[src/rtl/tt_pkg.sv]
// Package tt_pkg
// Purpose: default sizes shared by the tracker and its submodules.
// Assumes: the top module overrides these through its own parameters.
package tt_pkg;
    localparam int TT_TAG_W_DEF  = 3;
    localparam int TT_DEST_W_DEF = 5;
    localparam int TT_ADDR_W_DEF = 32;
    localparam int TT_DATA_W_DEF = 32;
endpackage

[src/rtl/tt_alloc.sv]
// Module tt_alloc
// Purpose: holds the next tag to hand out and steps it on each accepted request.
// Assumes: the tag space is a power of two, so the tag wraps naturally.
module tt_alloc #(
    parameter int TAG_W = tt_pkg::TT_TAG_W_DEF
) (
    input  logic             clk,
    input  logic             rst_n,
    input  logic             advance,
    output logic [TAG_W-1:0] next_tag
);
    // step the allocation pointer on each accepted request
    always_ff @(posedge clk) begin
        if (!rst_n)       next_tag <= '0;
        else if (advance) next_tag <= next_tag + 1'b1;
    end
endmodule

[src/rtl/tt_table.sv]
// Module tt_table
// Purpose: one waiting flag and one destination index per tag slot.
// Assumes: when a slot is freed and allocated in the same cycle, the
//          allocation wins and the slot stays waiting with its new destination.
module tt_table #(
    parameter int TAG_W  = tt_pkg::TT_TAG_W_DEF,
    parameter int DEST_W = tt_pkg::TT_DEST_W_DEF,
    localparam int SLOTS = 1 << TAG_W
) (
    input  logic                         clk,
    input  logic                         rst_n,
    input  logic                         alloc_en,
    input  logic [TAG_W-1:0]             alloc_tag,
    input  logic [DEST_W-1:0]            alloc_dest,
    input  logic                         free_en,
    input  logic [TAG_W-1:0]             free_tag,
    output logic [SLOTS-1:0]             pend_vec,
    output logic [SLOTS-1:0][DEST_W-1:0] dest_vec
);
    for (genvar g = 0; g < SLOTS; g++) begin : g_slot
        logic set_here;
        logic clr_here;
        assign set_here = alloc_en && (alloc_tag == TAG_W'(g));
        assign clr_here = free_en  && (free_tag  == TAG_W'(g));

        // waiting flag: set on allocation, cleared on completion, set wins
        always_ff @(posedge clk) begin
            if (!rst_n)        pend_vec[g] <= 1'b0;
            else if (set_here) pend_vec[g] <= 1'b1;
            else if (clr_here) pend_vec[g] <= 1'b0;
        end

        // destination index captured on allocation
        always_ff @(posedge clk) begin
            if (!rst_n)        dest_vec[g] <= '0;
            else if (set_here) dest_vec[g] <= alloc_dest;
        end
    end

    AST_ALLOC_MARKS: assert property (@(posedge clk) disable iff (!rst_n)
        alloc_en |=> pend_vec[$past(alloc_tag)]);

    AST_FREE_CLEARS: assert property (@(posedge clk) disable iff (!rst_n)
        (free_en && !(alloc_en && alloc_tag == free_tag)) |=> !pend_vec[$past(free_tag)]);
endmodule

[src/rtl/tt_match.sv]
// Module tt_match
// Purpose: looks up a returned tag and sorts the response into a hit
//          (deliver to the recorded destination) or a miss (error, drop).
// Assumes: the lookup is purely combinational and uses this cycle's table state.
module tt_match #(
    parameter int TAG_W  = tt_pkg::TT_TAG_W_DEF,
    parameter int DEST_W = tt_pkg::TT_DEST_W_DEF,
    localparam int SLOTS = 1 << TAG_W
) (
    input  logic                         rsp_valid,
    input  logic [TAG_W-1:0]             rsp_tag,
    input  logic [SLOTS-1:0]             pend_vec,
    input  logic [SLOTS-1:0][DEST_W-1:0] dest_vec,
    output logic                         hit,
    output logic                         miss,
    output logic [DEST_W-1:0]            hit_dest
);
    // classify the response and pick the waiting destination
    always_comb begin
        hit      = rsp_valid &&  pend_vec[rsp_tag];
        miss     = rsp_valid && !pend_vec[rsp_tag];
        hit_dest = dest_vec[rsp_tag];
    end
endmodule

[src/rtl/tag_tracker.sv]
// Module tag_tracker
// Purpose: issues loads with sequential tags, records their destinations,
//          matches out-of-order responses by tag, and stalls when the slot
//          at the allocation pointer is still waiting.
// Assumes: a response and a request may share a cycle. A response that frees
//          the slot at the pointer lets that cycle's request reuse it.
module tag_tracker #(
    parameter int TAG_W  = tt_pkg::TT_TAG_W_DEF,
    parameter int DEST_W = tt_pkg::TT_DEST_W_DEF,
    parameter int ADDR_W = tt_pkg::TT_ADDR_W_DEF,
    parameter int DATA_W = tt_pkg::TT_DATA_W_DEF
) (
    input  logic              clk,
    input  logic              rst_n,
    input  logic              req_valid,
    input  logic [ADDR_W-1:0] req_addr,
    input  logic [DEST_W-1:0] req_dest,
    output logic              req_ready,
    output logic              mem_req_valid,
    output logic [ADDR_W-1:0] mem_req_addr,
    output logic [TAG_W-1:0]  mem_req_tag,
    input  logic              rsp_valid,
    input  logic [TAG_W-1:0]  rsp_tag,
    input  logic [DATA_W-1:0] rsp_data,
    output logic              wb_valid,
    output logic [DEST_W-1:0] wb_dest,
    output logic [DATA_W-1:0] wb_data,
    output logic              rsp_err
);
    localparam int SLOTS = 1 << TAG_W;

    logic [TAG_W-1:0]             ptr;
    logic [SLOTS-1:0]             pend_vec;
    logic [SLOTS-1:0][DEST_W-1:0] dest_vec;
    logic                         hit;
    logic                         miss;
    logic [DEST_W-1:0]            hit_dest;
    logic                         accept;

    // ready when the pointer slot is free or is completing right now
    always_comb begin
        req_ready = !pend_vec[ptr] || (hit && rsp_tag == ptr);
        accept    = req_valid && req_ready;
    end

    // memory-side request and writeback outputs
    always_comb begin
        mem_req_valid = accept;
        mem_req_addr  = req_addr;
        mem_req_tag   = ptr;
        wb_valid      = hit;
        wb_dest       = hit_dest;
        wb_data       = rsp_data;
        rsp_err       = miss;
    end

    tt_alloc #(.TAG_W(TAG_W)) i_alloc (
        .clk      (clk),
        .rst_n    (rst_n),
        .advance  (accept),
        .next_tag (ptr)
    );

    tt_table #(.TAG_W(TAG_W), .DEST_W(DEST_W)) i_table (
        .clk        (clk),
        .rst_n      (rst_n),
        .alloc_en   (accept),
        .alloc_tag  (ptr),
        .alloc_dest (req_dest),
        .free_en    (hit),
        .free_tag   (rsp_tag),
        .pend_vec   (pend_vec),
        .dest_vec   (dest_vec)
    );

    tt_match #(.TAG_W(TAG_W), .DEST_W(DEST_W)) i_match (
        .rsp_valid (rsp_valid),
        .rsp_tag   (rsp_tag),
        .pend_vec  (pend_vec),
        .dest_vec  (dest_vec),
        .hit       (hit),
        .miss      (miss),
        .hit_dest  (hit_dest)
    );

    AST_TAG_STEP: assert property (@(posedge clk) disable iff (!rst_n)
        mem_req_valid |=> (mem_req_tag == TAG_W'($past(mem_req_tag) + 1'b1)));

    AST_ERR_NO_CHANGE: assert property (@(posedge clk) disable iff (!rst_n)
        (rsp_err && !mem_req_valid) |=> $stable(pend_vec) && $stable(ptr));

    AST_FULL_STALL: assert property (@(posedge clk) disable iff (!rst_n)
        ((&pend_vec) && !wb_valid) |-> !req_ready);

    AST_STALL_BUSY: assert property (@(posedge clk) disable iff (!rst_n)
        !req_ready |-> pend_vec[mem_req_tag]);
endmodule

[config.mk]
export PLATFORM = sky130hd
export DESIGN_NAME = tag_tracker
export DESIGN_NICKNAME = d
export VERILOG_FILES = /design/src/rtl/tt_pkg.sv /design/src/rtl/tt_alloc.sv /design/src/rtl/tt_table.sv /design/src/rtl/tt_match.sv /design/src/rtl/tag_tracker.sv
export SDC_FILE = /design/constraint.sdc
export NUM_CORES = 1
export LEC_CHECK = 0
export ABC_CLOCK_PERIOD_IN_PS = 3000
export BUFFER_PORTS_ARGS = -buffer_cell sky130_fd_sc_hd__buf_4
export CAP_MARGIN = 25
export CORE_ASPECT_RATIO = 0.6
export CORE_MARGIN = 2
export CORE_UTILIZATION = 47
export DETAILED_ROUTE_END_ITERATION = 16
export PLACE_DENSITY_LB_ADDON = 0.08
export SETUP_SLACK_MARGIN = 0.5
export SLEW_MARGIN = 15
export SYNTH_ARGS = -nofsm -noshare
export SYNTH_HDL_FRONTEND = slang
export SYNTH_SLANG_ARGS = --single-unit
[constraint.sdc]
create_clock -name clk -period 3 [get_ports clk]
set_input_delay 0.6 -clock clk [delete_from_list [all_inputs] [get_ports clk]]
set_output_delay 0.6 -clock clk [all_outputs]
set_load 0.05 [all_outputs]
==> run metrics <==
CP startpoint=rsp_tag[1]; Rows=23; Worst Path Arrival=1870 ps; worst hold path stage count=2; Cell Pwr Density=470 nW/um^2; CTS tree=built; post-DP HPWL=5080 um; Vias=2161; Max Fanout on Critical Path=15; post-DR wirelength/cell=18.7 um; clk slew on worst S/H paths=100 ps; Post-Syn Nets=415; Layout area overhead=3.46%; synthesized area per cell=9.43 um^2; die height=67.3 um; Slowest-stage cell, CP=mux2_2; Tot Pwr=1530 uW; worst slack at placement=313 ps; ANT cells=0; achievable clock frequency=405 MHz; Hold Crit Start=i_table.dest_vec[9]$_SDFFE_PN0P_; GRT Total Usage=0.207; vias per inst=5.57; Longest Clk Path Bufs=2; Placer Congestion=0.805; setup_tns=0 ps; Hold Vio Cnt, Final=0; number of flops mapped to enable cells by yosys=0; sequential share of the synthesized area=0.325; top-area cell type share of the netlist area=0.325; worst r2r src=i_alloc.next_tag[1]$_SDFFE_PN0P_; detailed-route DRC error count=0; vias in the first global route=2037; die area=7380 um^2; max cap viols=0; I/O pins=152; WP data required=2400 ps; initial antenna violation count=0; fraction of layout cells with a size suffix above 1=0.289; Max-slew headroom=0.538; Final min period=2470 ps; largest net degree at the start of global routing=57; maximum vdd drop=0.199 mV; final clock skew=11.4 ps; crit end category=primary output; clock sinks=51; Pleak=0.00115 uW; WS Path Type=in2out; post-synth top area cell=dfxtp_1; grt total ovfl=0; most common flop cell mapped by yosys=dfxtp_1; Async SR Flop Fraction=0; TritonCTS buffer count=5; CP top delay family=buffers and inverters; cell area after synthesis=3140 um^2; fin nets=382; Tightest Pin Transition=691 ps; Iter 0 DRT Violations=142; largest stage delay on the critical path=380 ps; most frequent cells in the layout=66 x nand2_1, 48 x dfxtp_1, 42 x mux2i_1, 35 x buf_4, 10 x mux4_2; Initial Utilization=0.479; die width=110 um; Antenna Nets Post-Route=0; Crit path depth=6; RSZ-0062 raised after global routing=true; htree depth=2; first-pass GRT wire length=11300 um; class of the most critical hold timing path=reg2reg; Total Wirelength=7260 um; Gate Count Post-Synth=333; Seq cells post-synth=51; commonest non-fill, non-tap cell in the layout=nand2_1; later-pin clock latency in the skew report=310 ps; Tcrit/Tclk final=0.823; Final WS setup=530 ps; Slew Viols, Final=0; reg2reg path depth=8; post-synth cell types=40; Core ar.=6560 um^2; run status=finished clean; input/output buffers=23; Filler Cell Count=622; Synth Warn #=0; worst path cell trace=buf_6 > mux2_2 > o22a_1 > nand3_2 > nand2_2 > buf_4; buffers and inverters on the worst path=2; clock root cell=clkbuf_8; DRT Pass-1 Iters=4; setup violators final=0; Post-CTS Hold Fix Bufs=0; Startpoint Class=primary input; main area contributors after synthesis=dfxtp_1 32%, buf_4 16%, mux2i_1 13%
-- cell usage after synthesis, types with 2 or more instances --
master     number
buf_1           3
o21a_1          6
o41a_1          4
xnor2_1         3
a211oi_4        2
nand2_1        71
buf_4          65
mux2_2          2
nor2b_1         3
nor4_1          2
clkbuf_1        8
o2bb2ai_1       2
a21oi_1         4
mux2i_1        42
inv_1           8
or4_1           2
o211ai_1        5
buf_6           2
a21oi_2         2
o31a_1          2
mux4_2         10
ha_1            6
nand3_1         3
a211oi_2        4
dfxtp_1        51
buf_2           3
a2111oi_0       4
and2_1          2
-- where the power goes --
| group | switching [uW] | total (uW) | internal (uW) | leakage [uW] |
|---|---|---|---|---|
| Sequential | 24.4 | 726 | 701 | 0.000414 |
| Combinational | 237 | 399 | 162 | 0.000694 |
| Clock | 236 | 404 | 168 | 0.0000418 |
-- metal layers --
layer,up-vias,track usage,routed length [um]
met3,26,0.0502,427
met4,0,0.0427,110
met2,71,0.266,2790
met5,-,0,0
li1,1018,-,-
met1,1046,0.337,3930
-- final timing paths --
path | endpoint | slack (ps)
worst min register to register | i_table.dest_vec[9]$_SDFFE_PN0P_ | 460
worst min-delay path | i_table.dest_vec[9]$_SDFFE_PN0P_ | 460
worst max register to register | i_table.dest_vec[13]$_SDFFE_PN0P_ | 600
worst max-delay path | req_ready | 530
-- state kept, by name (all words and copies together), names as in the netlist --
signal and count:
i_table.dest_vec 40, i_alloc.next_tag 3, i_table.pend_vec 8
-- final cells by class --
class / count / area [um^2] / area share
Clock inverter: 2 / 16.3 / 0.00500
Tap cell: 87 / 109 / 0.0335
Multi-Input combinational cell: 192 / 1640 / 0.503
Clock buffer: 6 / 72.6 / 0.0223
Sequential cell: 51 / 1030 / 0.318
Inverter: 9 / 45.0 / 0.0139
Timing Repair Buffer: 41 / 339 / 0.104
-- through the flow --
step	util	instance area, um^2	hold slack, ps	cells
3_5_place_dp	0.455	2990	447	372
4_1_cts	0.484	3170	463	383
5_1_grt	0.495	3250	470	388
6_report	0.495	3250	460	388
3_3_place_gp	0.455	2990	440	372
2_1_floorplan	-	3190	432	333
-- repair_timing --
| item | 4_1_cts | 5_1_grt |
|---|---|---|
| resized for setup | 12 | 6 |
| hold endpoints to repair | 0 | 0 |
| pin swaps | 1 | 3 |
| setup buffers | 3 | 5 |
| setup endpoints to repair | 12 | 21 |
-- worst reg2reg max path, cell delays in order, from the launching register on --
cell	delay, ps
dfxtp_4	410
buf_4	160
a2111oi_4	360
buf_4	180
nor4_4	50
buf_4	190
buf_4	180
a211oi_2	540
mux2i_1	250
-- cell families (layout without fill, tap and decap cells) --
| kind of cell | count (synthesis) | count (layout) | synth area share |
|---|---|---|---|
| fa+ha+maj | 6 | 6 | 0.0239 |
| xor+xnor | 3 | 3 | 0.00836 |
| buf+inv | 90 | 58 | 0.191 |
| flops | 51 | 51 | 0.325 |
| compound gates | 41 | 41 | 0.119 |
| mux | 54 | 54 | 0.213 |
| simple gates | 88 | 88 | 0.120 |
(Power assumes the default switching activity.)
